<file path="config.mk">
export PLATFORM = sky130hd
export DESIGN_NAME = tap_scan_core
export DESIGN_NICKNAME = d
export VERILOG_FILES = /design/src/rtl/tap_scan_pkg.sv /design/src/rtl/tap_rst_sync.sv /design/src/rtl/tap_fsm.sv /design/src/rtl/tap_ir.sv /design/src/rtl/tap_bsr.sv /design/src/rtl/tap_scan_core.sv
export SDC_FILE = /design/constraint.sdc
export NUM_CORES = 1
export LEC_CHECK = 0
export BUFFER_PORTS_ARGS = -buffer_cell sky130_fd_sc_hd__buf_2
export CAP_MARGIN = 5
export CORE_UTILIZATION = 55
export DETAILED_ROUTE_END_ITERATION = 16
export HOLD_SLACK_MARGIN = 0.12
export PLACE_DENSITY = 0.85
export SYNTH_ARGS = -nofsm -noshare
export SYNTH_HDL_FRONTEND = slang
export SYNTH_SLANG_ARGS = --single-unit
</file>
<file path="constraint.sdc">
create_clock -name tck -period 30.1 [get_ports tck]
set_clock_uncertainty 0.2 [all_clocks]
set_input_delay 6.02 -clock tck [delete_from_list [all_inputs] [get_ports tck]]
set_output_delay 6.02 -clock tck [all_outputs]
set_load 0.1 [all_outputs]
</file>
<file path="src/rtl/tap_scan_pkg.sv">
package tap_scan_pkg;

  typedef enum logic [3:0] {
    ST_TLR, ST_RTI,
    ST_SEL_DR, ST_CAP_DR, ST_SH_DR, ST_EX1_DR, ST_PAU_DR, ST_EX2_DR, ST_UPD_DR,
    ST_SEL_IR, ST_CAP_IR, ST_SH_IR, ST_EX1_IR, ST_PAU_IR, ST_EX2_IR, ST_UPD_IR
  } tap_state_e;

  localparam int IR_W = 4;
  typedef logic [IR_W-1:0] ir_t;

  localparam ir_t OP_EXTEST  = 4'b0000;
  localparam ir_t OP_SAMPLE  = 4'b0001;
  localparam ir_t OP_BYPASS  = 4'b1111;
  localparam ir_t IR_CAPTURE = 4'b0001;

endpackage

</file>
<file path="src/rtl/tap_rst_sync.sv">
module tap_rst_sync #(
  parameter int STAGES = 2
) (
  input  logic clk,
  input  logic arst_n,
  output logic rst_n
);
  logic [STAGES-1:0] sync_q;

  always_ff @(posedge clk or negedge arst_n) begin
    if (!arst_n) sync_q <= '0;
    else         sync_q <= {sync_q[STAGES-2:0], 1'b1};
  end

  assign rst_n = sync_q[STAGES-1];
endmodule

</file>
<file path="src/rtl/tap_fsm.sv">
module tap_fsm
  import tap_scan_pkg::*;
(
  input  logic       tck,
  input  logic       rst_n,
  input  logic       tms,
  output tap_state_e state
);
  tap_state_e state_d;

  always_comb begin
    state_d = state;
    unique case (state)
      ST_TLR:    state_d = tms ? ST_TLR    : ST_RTI;
      ST_RTI:    state_d = tms ? ST_SEL_DR : ST_RTI;
      ST_SEL_DR: state_d = tms ? ST_SEL_IR : ST_CAP_DR;
      ST_CAP_DR: state_d = tms ? ST_EX1_DR : ST_SH_DR;
      ST_SH_DR:  state_d = tms ? ST_EX1_DR : ST_SH_DR;
      ST_EX1_DR: state_d = tms ? ST_UPD_DR : ST_PAU_DR;
      ST_PAU_DR: state_d = tms ? ST_EX2_DR : ST_PAU_DR;
      ST_EX2_DR: state_d = tms ? ST_UPD_DR : ST_SH_DR;
      ST_UPD_DR: state_d = tms ? ST_SEL_DR : ST_RTI;
      ST_SEL_IR: state_d = tms ? ST_TLR    : ST_CAP_IR;
      ST_CAP_IR: state_d = tms ? ST_EX1_IR : ST_SH_IR;
      ST_SH_IR:  state_d = tms ? ST_EX1_IR : ST_SH_IR;
      ST_EX1_IR: state_d = tms ? ST_UPD_IR : ST_PAU_IR;
      ST_PAU_IR: state_d = tms ? ST_EX2_IR : ST_PAU_IR;
      ST_EX2_IR: state_d = tms ? ST_UPD_IR : ST_SH_IR;
      ST_UPD_IR: state_d = tms ? ST_SEL_DR : ST_RTI;
      default:   state_d = ST_TLR;
    endcase
  end

  always_ff @(posedge tck or negedge rst_n) begin
    if (!rst_n) state <= ST_TLR;
    else        state <= state_d;
  end

  // five consecutive high mode-select samples always land in reset state
  assert_five_tms_R1: assert property (@(posedge tck) disable iff (!rst_n)
    ($past(tms, 1) && $past(tms, 2) && $past(tms, 3) && $past(tms, 4) && $past(tms, 5))
      |-> (state == ST_TLR));
endmodule

</file>
<file path="src/rtl/tap_ir.sv">
module tap_ir
  import tap_scan_pkg::*;
(
  input  logic       tck,
  input  logic       rst_n,
  input  logic       tdi,
  input  tap_state_e state,
  output logic       ir_so,
  output logic       is_extest,
  output logic       bsr_sel
);
  ir_t sh_q, sh_d;
  ir_t ir_q, ir_d;
  logic sh_en, ir_en;

  assign sh_en = (state == ST_CAP_IR) || (state == ST_SH_IR);
  assign ir_en = (state == ST_UPD_IR) || (state == ST_TLR);

  always_comb begin
    sh_d = (state == ST_CAP_IR) ? IR_CAPTURE : {tdi, sh_q[IR_W-1:1]};
    ir_d = (state == ST_TLR) ? OP_BYPASS : sh_q;
  end

  always_ff @(posedge tck or negedge rst_n) begin
    if (!rst_n) begin
      sh_q <= '0;
      ir_q <= OP_BYPASS;
    end else begin
      if (sh_en) sh_q <= sh_d;
      if (ir_en) ir_q <= ir_d;
    end
  end

  assign ir_so     = sh_q[0];
  assign is_extest = (ir_q == OP_EXTEST);
  assign bsr_sel   = (ir_q == OP_EXTEST) || (ir_q == OP_SAMPLE);

  // capture loads the fixed pattern
  assert_ir_capture_R2: assert property (@(posedge tck) disable iff (!rst_n)
    (state == ST_CAP_IR) |=> (sh_q == IR_CAPTURE));

  // active instruction only moves after Update-IR or reset state
  assert_ir_hold_R3: assert property (@(posedge tck) disable iff (!rst_n)
    !$stable(ir_q) |-> ($past(state) == ST_UPD_IR || $past(state) == ST_TLR));
endmodule

</file>
<file path="src/rtl/tap_bsr.sv">
module tap_bsr
  import tap_scan_pkg::*;
#(
  parameter int N_IN  = 159,
  parameter int N_OUT = 158
) (
  input  logic             tck,
  input  logic             rst_n,
  input  logic             tdi,
  input  tap_state_e       state,
  input  logic             bsr_sel,
  input  logic [N_IN-1:0]  pin_in,
  output logic             bsr_so,
  output logic [N_OUT-1:0] out_q,
  output logic [N_OUT-1:0] oe_q
);
  localparam int LEN     = N_IN + 2 * N_OUT;
  localparam int OUT_LSB = N_IN;
  localparam int OE_LSB  = N_IN + N_OUT;

  logic [LEN-1:0] sh_q, sh_d, cap_vec;
  logic sh_en, upd_en;

  genvar gi;
  generate
    for (gi = 0; gi < N_OUT; gi++) begin : g_out_cell
      assign cap_vec[OUT_LSB + gi] = out_q[gi];
      assign cap_vec[OE_LSB + gi]  = oe_q[gi];
    end
  endgenerate
  assign cap_vec[N_IN-1:0] = pin_in;

  assign sh_en  = bsr_sel && ((state == ST_CAP_DR) || (state == ST_SH_DR));
  assign upd_en = bsr_sel && (state == ST_UPD_DR);

  always_comb begin
    sh_d = (state == ST_CAP_DR) ? cap_vec : {tdi, sh_q[LEN-1:1]};
  end

  always_ff @(posedge tck or negedge rst_n) begin
    if (!rst_n) begin
      sh_q  <= '0;
      out_q <= '0;
      oe_q  <= '0;
    end else begin
      if (sh_en) sh_q <= sh_d;
      if (upd_en) begin
        out_q <= sh_q[OUT_LSB +: N_OUT];
        oe_q  <= sh_q[OE_LSB +: N_OUT];
      end
    end
  end

  assign bsr_so = sh_q[0];

  // capture takes the live input pins
  assert_bsr_capture_R7: assert property (@(posedge tck) disable iff (!rst_n)
    (state == ST_CAP_DR && bsr_sel) |=> (sh_q[N_IN-1:0] == $past(pin_in)));

  // update latches move only on Update-DR with the chain selected
  assert_upd_only_R8: assert property (@(posedge tck) disable iff (!rst_n)
    (!$stable(out_q) || !$stable(oe_q)) |-> ($past(state) == ST_UPD_DR && $past(bsr_sel)));
endmodule

</file>
<file path="src/rtl/tap_scan_core.sv">
module tap_scan_core
  import tap_scan_pkg::*;
#(
  parameter int N_IN  = 159,
  parameter int N_OUT = 158
) (
  input  logic             tck,
  input  logic             trst_n,
  input  logic             tms,
  input  logic             tdi,
  output logic             tdo,
  output logic             tdo_en,
  input  logic [N_IN-1:0]  pin_in,
  output logic [N_OUT-1:0] pin_out,
  output logic [N_OUT-1:0] pin_oe,
  output logic             sys_rst_req
);
  logic       rst_n;
  tap_state_e state;
  logic       ir_so, is_extest, bsr_sel, bsr_so;
  logic [N_OUT-1:0] out_q, oe_q;
  logic       byp_q, byp_d, byp_en;
  logic       tdo_d, tdo_en_d;

  tap_rst_sync #(.STAGES(2)) u_rst (.clk(tck), .arst_n(trst_n), .rst_n(rst_n));

  tap_fsm u_fsm (.tck(tck), .rst_n(rst_n), .tms(tms), .state(state));

  tap_ir u_ir (
    .tck(tck), .rst_n(rst_n), .tdi(tdi), .state(state),
    .ir_so(ir_so), .is_extest(is_extest), .bsr_sel(bsr_sel)
  );

  tap_bsr #(.N_IN(N_IN), .N_OUT(N_OUT)) u_bsr (
    .tck(tck), .rst_n(rst_n), .tdi(tdi), .state(state), .bsr_sel(bsr_sel),
    .pin_in(pin_in), .bsr_so(bsr_so), .out_q(out_q), .oe_q(oe_q)
  );

  // single-cell bypass stage
  assign byp_en = !bsr_sel && ((state == ST_CAP_DR) || (state == ST_SH_DR));
  assign byp_d  = (state == ST_SH_DR) ? tdi : 1'b0;

  always_ff @(posedge tck or negedge rst_n) begin
    if (!rst_n)      byp_q <= 1'b0;
    else if (byp_en) byp_q <= byp_d;
  end

  // serial output, retimed to the falling edge
  always_comb begin
    tdo_en_d = (state == ST_SH_IR) || (state == ST_SH_DR);
    tdo_d    = 1'b0;
    if (state == ST_SH_IR)      tdo_d = ir_so;
    else if (state == ST_SH_DR) tdo_d = bsr_sel ? bsr_so : byp_q;
  end

  always_ff @(negedge tck or negedge rst_n) begin
    if (!rst_n) begin
      tdo    <= 1'b0;
      tdo_en <= 1'b0;
    end else begin
      tdo    <= tdo_d;
      tdo_en <= tdo_en_d;
    end
  end

  assign pin_out     = out_q;
  assign pin_oe      = is_extest ? oe_q : '0;
  assign sys_rst_req = is_extest;

  // bypass stage reads zero after capture
  assert_bypass_zero_R5: assert property (@(posedge tck) disable iff (!rst_n)
    (state == ST_CAP_DR && !bsr_sel) |=> !byp_q);

  // enables at the pins only alongside the system reset request
  assert_oe_gate_R9: assert property (@(posedge tck) disable iff (!rst_n)
    (|pin_oe) |-> sys_rst_req);

  // external test always routes through the boundary chain
  assert_extest_path_R10: assert property (@(posedge tck) disable iff (!rst_n)
    sys_rst_req |-> bsr_sel);

  // serial output quiet while not enabled
  assert_tdo_quiet_R11: assert property (@(posedge tck) disable iff (!rst_n)
    !tdo_en |-> !tdo);
endmodule

</file>
==> results_dict.tcl, run 1 <==
set metrics [dict create \
    run_status "finished clean" \
    power-per-cell-area_nw_per_um2 66.2 \
    insertion_delay_ns 0.60 \
    hold_path_class "flop to flop" \
    post_synthesis_area_per_instance_sq_um 11.7 \
    drv.max_cap_violation_count 0 \
    tritoncts_clock_tree "built" \
    slew_limit_headroom_pct 21.7 \
    post-cts-setup-buffers 0 \
    asyncSetResetFlopFracSynth_pct 100 \
    synth_most_common_cell "dfrtp_1" \
    grt_overflow_total 0 \
    detailed_place_hpwl_mm 47.9 \
    design.core.area_sq_um 63200 \
    rsz_0062_raised_after_global_routing "no" \
    cp.buffers_inverters 1 \
    grt_start_max_net_pins 248 \
    die-area_sq_um 65100 \
    synth_area_leader_cell "dfrtp_1" \
    floorplan.die.width_um 255 \
    synth-edff-count 0 \
    syn_area_sq_um 35200 \
    cts_buffers 83 \
    ys_dominant_reg_cell "dfrtp_1" \
    slowest_stage "buf_2" \
    route.antenna.remaining_nets 0 \
    total_leakage_power_uw 0.0195 \
    grtUsageTotal_pct 23.4 \
    synth.yosys.warnings 0 \
    timing.critical_path.max_delay_family "buffers and inverters" \
    top_cell_type_s_share_of_synthesized_area_pct 57.0 \
    clock_tree_root_driver_cell "clkbuf_16" \
    grt_pass1_wl_mm 123 \
    cp_data_arrival_time_ns 16.43 \
    final_layout_net_count 3538 \
    slew_violations 0 \
    finalSetupViolations 0 \
    setup.worst_path.class "flop to output port" \
    place_congestion 0.829 \
    timing.critical_path.required_ns 23.88 \
    cp_startpoint_kind "flop" \
    cts_repair_resize_count 0 \
    wirelength_mm 76.8 \
    synthesis.nets 3166 \
    ir_worst_vdd_v 0.0000539 \
    vias_in_the_first_global_route 22900 \
    die_h_um 255 \
    cts_hold_buf 0 \
    clock_sinks 808 \
    fin_tns_setup_ns 0 \
    io_pins 482 \
    post_dr_wirelength_cell_um 17.8 \
    routed_vias 23300 \
    antenna_violations_before_repair 10 \
    layout-drive-gt1-share_pct 28.2 \
    critical_path.endpoint_type "output port" \
    yosysUniqueCellTypes 36 \
    cp_max_fo 1 \
    max_stage_delay_ns 0.42 \
    dpl_cell_area_sq_um 37900 \
    synth_area_leaders "dfrtp_1 57%, mux2i_1 14%, mux2_2 10%, nand2_1 5.2%, o21ai_0 4.1%" \
    htree_num_levels 3 \
    clkSlewWorstSetupHoldPaths_ns 0.05 \
    start_util_pct 55.7 \
    synthesis.instances 3003 \
    tightestPinTransition_ns 1.17 \
    fp-row-count 92 \
    critical_path.cell_chain "buf_2" \
    final_design_area_no_fill_sq_um 40700 \
    synth-seq-area-share_pct 57.4 \
    detailedRoute.firstPassIterationCount 6 \
    io_buffer_count 481 \
    drt-initial-drc-count 1651 \
    synth_seq_cells 808 \
    final_hold_viol_count 0 \
    synth.cells.most_frequent "802 x dfrtp_1, 488 x nand2_1, 476 x mux2i_1" \
    ctsLongestPathBuffers 3 \
    post-route-drc-count 0 \
    vias_per_cell 5.42 \
    syn2layout_area_growth_pct 15.6 \
]
-- metal layers --
layer / GRT usage [%] / part of all wire, % / vias to the layer above
li1: - / - / 11100
met1: 30.9 / 43 / 11600
met2: 37.8 / 49 / 513
met3: 6.02 / 6.2 / 126
met4: 8.04 / 2.5 / 0
met5: 0 / 0 / -
-- per-stage QoR --
| step | worst slack (ns) | power, uW | cells | hold slack (ns) | util, % |
|---|---|---|---|---|---|
| 2_1_floorplan | 2.08 | 1580 | 3003 | 0.131 | - |
| 5_1_grt | 7.40 | 2820 | 4298 | 0.165 | 64.4 |
| 6_report | 7.45 | 2690 | 4303 | 0.148 | 64.4 |
| 3_3_place_gp | 8.05 | 1650 | 4136 | 0.133 | 59.9 |
| 4_1_cts | 7.42 | 2710 | 4288 | 0.150 | 64.4 |
| 3_5_place_dp | 8.04 | 1660 | 4136 | 0.138 | 59.9 |
-- path summary, 6_finish.rpt --
kind	slack (ns)	start	cells after the start	endpoint
worst max register to register	13.31	u_ir.ir_q[1]	3	tdo
worst min-delay path	0.15	u_rst.sync_q[0]	0	u_rst.sync_q[1]
worst max-delay path	7.45	tdo_en	1	tdo_en
worst min register to register	0.15	u_rst.sync_q[0]	0	u_rst.sync_q[1]
max in group asynchronous	14.07	u_rst.sync_q[1]	0	tdo
min in group asynchronous	0.18	u_rst.sync_q[1]	0	byp_q
-- sequential cells by signal (all words and copies together), names as in the netlist --
signal	count
byp_q	1
tdo	1
tdo_en	1
u_bsr.oe_q	158
u_bsr.out_q	158
u_bsr.sh_q	475
u_fsm.state	4
u_ir.ir_q	4
u_ir.sh_q	4
u_rst.sync_q	2
-- cells by family after synthesis --
family                    Yosys count  share of synthesized area [%]
AOI/OAI and AO/OA                 502                           7.26
muxes                             792                           23.6
DFF                               808                           57.4
buffers and inverters             222                           3.20
and+or+nand+nor                   677                           8.47
xor gates and xnor gates            1                         0.0249
other                               1                         0.0106
-- cell type report --
cell class | count | area, sq um
diodes | 15 | 37.5
clock buffers | 118 | 2460
clock inverters | 34 | 350
fillers | 4582 | 22500
inverters | 3 | 11.3
multi-input cells | 1973 | 13900
flip-flops and latches | 808 | 20200
well taps | 846 | 1060
repair buffers | 506 | 2660
-- power by group --
part | total, uW | switching (uW) | internal, uW
clock network | 1040 | 430 | 614
logic | 373 | 204 | 169
registers | 1280 | 76.0 | 1200
total | 2690 | 711 | 1980
-- cell usage in the layout, fill, tap and decap left out, types with 3 or more instances in the layout --
cell / count
a22oi_1: 4
and2_1: 158
buf_12: 5
buf_2: 481
buf_4: 20
bufinv_16: 5
clkbuf_1: 12
clkbuf_16: 85
clkbuf_8: 21
clkinv_2: 22
clkinv_8: 4
dfrtp_1: 801
dfstp_2: 4
diode_2: 15
inv_1: 3
mux2_2: 316
mux2i_1: 476
nand2_1: 488
nand3_1: 4
nor2_1: 9
nor2b_1: 3
nor3_1: 3
o21ai_0: 286
o21ai_1: 200
Note: power is estimated with default switching activity, not from simulation.
==> inputs of run 2 (changes only) <==
==> constraint.sdc (replaced) <==
create_clock -name tck -period 22.6 [get_ports tck]
set_clock_uncertainty 0.2 [all_clocks]
set_input_delay 4.52 -clock tck [delete_from_list [all_inputs] [get_ports tck]]
set_output_delay 4.52 -clock tck [all_outputs]
set_load 0.1 [all_outputs]
==> results_dict.tcl, run 2 (synthesis gave the netlist of run 1 again) <==
set metrics [dict create \
    die_h_um 255 \
    worst_slack_setup_final_ns 5.20 \
    post-route-drc-count 0 \
    io_pins 482 \
    clkSlewWorstSetupHoldPaths_ns 0.06 \
    place_congestion 0.838 \
    fp-row-count 92 \
    drt-initial-drc-count 1642 \
    cts_repair_resize_count 0 \
    grt_start_max_net_pins 289 \
    post-cts-setup-buffers 0 \
    final_cell_mix "801 x dfrtp_1, 488 x nand2_1, 481 x buf_2" \
    route.antenna.remaining_nets 0 \
    tritoncts_clock_tree "built" \
    cp_max_fo 1 \
    seqPwrFrac_pct 47.8 \
    routed_vias 23300 \
    ir_worst_vdd_v 0.0000723 \
    largest_register_ffs 475 \
    max_stage_delay_ns 0.42 \
    finalSetupViolations 0 \
    design.core.area_sq_um 63200 \
    final_layout_net_count 3536 \
    slew_violations 0 \
    grt_busiest_layer "met2" \
    vias_in_the_first_global_route 22500 \
    timing.hold.worst_path_depth 0 \
    cp_data_arrival_time_ns 12.68 \
    intPower_uw 2630 \
    largest_register_by_flop_count "u_bsr.sh_q" \
    antenna_violations_before_repair 9 \
    dpl_worst_slack_ns 5.80 \
    cts_hold_buf 0 \
    vias_per_cell 5.43 \
    fin_tns_setup_ns 0 \
    grt_overflow_total 0 \
    clock_sinks 808 \
    tightestPinTransition_ns 1.23 \
    io_buffer_count 481 \
    r2r.worst_path.cells 3 \
    cp.buffers_inverters 1 \
    global_route.usage.met2_pct 36.9 \
    rsz_0062_raised_after_global_routing "no" \
    final_design_area_no_fill_sq_um 40600 \
    drv.max_cap_violation_count 0 \
    grtUsageTotal_pct 23.2 \
    post_dr_wirelength_cell_um 17.8 \
    gr-usage-met3_pct 5.78 \
    hold_path_class "flop to flop" \
    biggestRegsByFlops "u_bsr.sh_q (475), u_bsr.oe_q (158), u_bsr.out_q (158)" \
    final_hold_viol_count 0 \
    wirelength_mm 76.3 \
    syn2layout_area_growth_pct 15.2 \
    slew_limit_headroom_pct 17.9 \
    critical_path.endpoint_type "output port" \
    layout-drive-gt1-share_pct 28.0 \
    run_status "finished clean" \
    total_stage_count_of_the_critical_path 1 \
    power-per-cell-area_nw_per_um2 87.6 \
    power.combinational.fraction_pct 14.0 \
    total_leakage_power_uw 0.0194 \
    switchingPower_uw 927 \
    timing.critical_path.max_delay_family "buffers and inverters" \
    grt_pass1_wl_mm 121 \
    slowest_stage "buf_2" \
    htree_num_levels 3 \
    clock_tree_root_driver_cell "clkbuf_16" \
    die-area_sq_um 65100 \
    cp_startpoint_kind "flop" \
    layout.cells.most_common "dfrtp_1" \
    detailed_place_hpwl_mm 48.4 \
    floorplan.die.width_um 255 \
    power_frac_clock_pct 38.2 \
    ctsLongestPathBuffers 3 \
    netSwitchingFraction_pct 26.1 \
    setup.worst_path.class "flop to output port" \
    critical_path.cell_chain "buf_2" \
    cts_buffers 80 \
    grt_util_met1_pct 30.9 \
    start_util_pct 55.7 \
    timing.critical_path.required_ns 17.88 \
    dpl_cell_area_sq_um 37900 \
    insertion_delay_ns 0.60 \
    detailedRoute.firstPassIterationCount 5 \
]
run 2: changes by cell type in the layout (fill, tap and decap cells not counted), moves of 2 or more:
cell	before	now
diode_2	15	10
clkinv_2	22	14
clkinv_8	4	1
bufinv_16	5	7
inv_6	0	3
clkbuf_16	85	80
run 2: area by class of cell:
type,instances,area [sq um]
fillers,4662,22600
flip-flops and latches,808,20200
multi-input cells,1973,13900
repair buffers,507,2670
clock buffers,115,2350
well taps,846,1060
clock inverters,28,347
diodes,10,25.0
inverters,3,11.3
run 2: worst paths after layout:
check                                start         endpoint  slack (ns)
setup / recovery                    tdo_en           tdo_en        5.20
hold / removal             u_rst.sync_q[0]  u_rst.sync_q[1]        0.15
setup reg to reg            u_fsm.state[3]              tdo        9.51
hold reg to reg            u_rst.sync_q[0]  u_rst.sync_q[1]        0.15
max in group asynchronous  u_rst.sync_q[1]           tdo_en       10.34
min in group asynchronous  u_rst.sync_q[1]  u_bsr.sh_q[186]        0.18
run 2: routing by layer:
metal / wire [um] / up-vias
li1: - / 11100
met1: 32600 / 11500
met2: 36900 / 533
met3: 4310 / 145
met4: 2470 / 0
met5: 0 / -
run 2: per-stage QoR:
step	cells	total power (uW)	hold slack (ns)	utilization, %
6_report	4290	3560	0.154	64.2
5_1_grt	4290	3710	0.164	64.2
4_1_cts	4280	3580	0.153	64.2
3_5_place_dp	4137	2220	0.139	59.9
3_3_place_gp	4137	2200	0.134	59.9
2_1_floorplan	3003	2100	0.131	-
run 2: power groups by stage:
stage / clock (uW) / combinational (uW) / sequential, uW
3_3_place_gp: 0 / 484 / 1710
6_report: 1360 / 500 / 1700
2_1_floorplan: 0 / 390 / 1710
5_1_grt: 1440 / 560 / 1720
3_5_place_dp: 0 / 502 / 1720
4_1_cts: 1380 / 503 / 1700
==> inputs of run 3 (changes only) <==
--- a/config.mk
+++ b/config.mk
@@ -5,6 +5,7 @@
 export SDC_FILE = /design/constraint.sdc
 export NUM_CORES = 1
 export LEC_CHECK = 0
+export ABC_AREA = 1
 export BUFFER_PORTS_ARGS = -buffer_cell sky130_fd_sc_hd__buf_2
 export CAP_MARGIN = 5
 export CORE_UTILIZATION = 55
==> constraint.sdc (replaced) <==
create_clock -name tck -period 17.2 [get_ports tck]
set_clock_uncertainty 0.2 [all_clocks]
set_input_delay 3.44 -clock tck [delete_from_list [all_inputs] [get_ports tck]]
set_output_delay 3.44 -clock tck [all_outputs]
set_load 0.1 [all_outputs]
==> results_dict.tcl, run 3 <==
set metrics [dict create \
    run_status "finished clean" \
    slew_violations 0 \
    syn_area_sq_um 36100 \
    finalSetupViolations 0 \
    fin_tns_setup_ns 0 \
    final_hold_viol_count 0 \
    yosysUniqueCellTypes 25 \
    die_h_um 258 \
    largest_register_ffs 475 \
    cts_buffers 84 \
    r2r.worst_path.cells 4 \
    largest_register_by_flop_count "u_bsr.sh_q" \
    tightestPinTransition_ns 1.28 \
    cp_startpoint_kind "flop" \
    rsz_0062_raised_after_global_routing "no" \
    htree_num_levels 3 \
    start_util_pct 55.8 \
    clkSlewWorstSetupHoldPaths_ns 0.06 \
    timing.critical_path.max_delay_family "flip-flops" \
    clock_sinks 808 \
    post_synthesis_area_per_instance_sq_um 7.99 \
    critical_path.cell_chain "buf_2" \
    detailed_place_hpwl_mm 51.3 \
    max_stage_delay_ns 0.44 \
    power_frac_clock_pct 19.7 \
    grt_pass1_wl_mm 137 \
    layout-drive-gt1-share_pct 13.3 \
    setup.worst_path.class "flop to output port" \
    fp-row-count 93 \
    floorplan.die.width_um 258 \
    synth_most_common_cell "nand2_1" \
    vias_per_cell 5.15 \
    post-route-drc-count 0 \
    wirelength_mm 82.6 \
    synthesis.instances 4521 \
    slowest_stage "dfrtn_1" \
    insertion_delay_ns 0.62 \
    timing.hold.worst_path_depth 0 \
    synth_area_leaders "dfrtp_1 56%, o21ai_0 14%, nand2_1 13%, inv_1 6.8%, o21ai_1 3.7%" \
    cp.buffers_inverters 1 \
    hold_path_class "flop to flop" \
    io_pins 482 \
    antenna_violations_before_repair 14 \
    clock_tree_root_driver_cell "clkbuf_16" \
    power-per-cell-area_nw_per_um2 224 \
    place_congestion 0.807 \
    cp_data_arrival_time_ns 10.08 \
    synth_seq_cells 808 \
    tritoncts_clock_tree "built" \
    worst_slack_setup_final_ns 3.48 \
    biggestRegsByFlops "u_bsr.sh_q (475), u_bsr.oe_q (158), u_bsr.out_q (158)" \
    timing.critical_path.required_ns 13.56 \
    power.combinational.fraction_pct 45.3 \
    top_cell_type_s_share_of_synthesized_area_pct 55.5 \
    synth_area_leader_cell "dfrtp_1" \
    vias_in_the_first_global_route 27900 \
    intPower_uw 4700 \
    ir_worst_vdd_v 0.000131 \
    filler_cell_count 5174 \
    io_buffer_count 481 \
    drv.max_cap_violation_count 0 \
    final_cell_mix "1290 x nand2_1, 1014 x o21ai_0, 801 x dfrtp_1" \
    final_layout_net_count 4980 \
    grtUsageTotal_pct 24.8 \
    critical_path.endpoint_type "output port" \
    die-area_sq_um 66700 \
    grt_overflow_total 0 \
    asyncSetResetFlopFracSynth_pct 100 \
    cp_max_fo 1 \
    design.core.area_sq_um 64700 \
    finalNonFillerCells 5751 \
    switchingPower_uw 4550 \
    syn2layout_area_growth_pct 14.4 \
    postLayoutCoreUtil_pct 63.9 \
    total_stage_count_of_the_critical_path 1 \
    synthesis.nets 4684 \
    post_dr_wirelength_cell_um 14.4 \
    report.power.total_uw 9250 \
    post-cts-setup-buffers 0 \
    grt_start_max_net_pins 302 \
    total_leakage_power_uw 0.0216 \
    synth.yosys.warnings 0 \
    seqPwrFrac_pct 35.0 \
    slew_limit_headroom_pct 14.8 \
    drt-initial-drc-count 3042 \
    ys_dominant_reg_cell "dfrtp_1" \
    netSwitchingFraction_pct 49.2 \
    ctsLongestPathBuffers 3 \
    synth-seq-area-share_pct 56.0 \
    routed_vias 29600 \
    layout.cells.most_common "nand2_1" \
    route.antenna.remaining_nets 0 \
    detailedRoute.firstPassIterationCount 6 \
    dpl_worst_slack_ns 4.09 \
    synth.cells.most_frequent "1290 x nand2_1, 1014 x o21ai_0, 802 x dfrtp_1" \
    place_inst 5584 \
    synth-edff-count 0 \
]
-- run 3: timing repair --
action                                 4_1_cts  5_1_grt
hold buffers                                 2        0
gates resized for setup                      0        0
endpoints found under the hold margin       16        0
-- run 3: final timing paths --
kind	slack, ns	start	endpoint
worst max-delay path	3.48	tdo	tdo
worst min-delay path	0.16	u_rst.sync_q[0]	u_rst.sync_q[1]
worst max register to register	7.08	u_fsm.state[3]	tdo
worst min register to register	0.16	u_rst.sync_q[0]	u_rst.sync_q[1]
max in group asynchronous	7.22	u_rst.sync_q[1]	tdo_en
min in group asynchronous	0.38	u_rst.sync_q[1]	u_bsr.sh_q[169]
-- run 3: per-stage QoR --
stage	hold slack (ns)	instance area, sq um
floorplan	0.131	36100
global placement	0.0942	38500
detailed placement	0.0958	38500
CTS	0.158	41300
global route	0.166	41300
finish	0.157	41300
-- run 3: metal layers --
layer | vias to the layer above | track usage, % | wire length, um
met5 | - | 0 | 35
met4 | 6 | 9.63 | 3160
met3 | 197 | 6.43 | 5510
met2 | 857 | 39.3 | 38800
met1 | 13800 | 32.8 | 35100
li1 | 14700 | - | -
-- run 3: final cells by class --
| cell class | instances | area [sq um] | share of cell area, % |
|---|---|---|---|
| Sequential cell | 808 | 20200 | 49.0 |
| Antenna cell | 12 | 30.0 | 0.0727 |
| Timing Repair Buffer | 507 | 2680 | 6.49 |
| Tap cell | 855 | 1070 | 2.59 |
| Clock buffer | 126 | 2480 | 6.01 |
| Inverter | 653 | 2450 | 5.94 |
| Multi-Input combinational cell | 2763 | 12100 | 29.2 |
| Clock inverter | 27 | 308 | 0.745 |
-- run 3: kinds of logic after synthesis --
family / share of synthesized area [%]
AND/OR/NAND/NOR: 15.4
buffers and inverters: 10.7
AO/OA/AOI/OAI: 17.9
flip-flops: 56.0
other: 0.0104
-- run 3: power by group through the flow --
stage / Sequential [uW] / Combinational, uW / Clock (uW)
after global routing: 3330 / 4640 / 1930
after CTS: 3220 / 4210 / 1860
after global placement: 3190 / 4060 / 0
after detailed placement: 3230 / 4180 / 0
after floorplan: 4380 / 2210 / 0
final: 3230 / 4190 / 1830
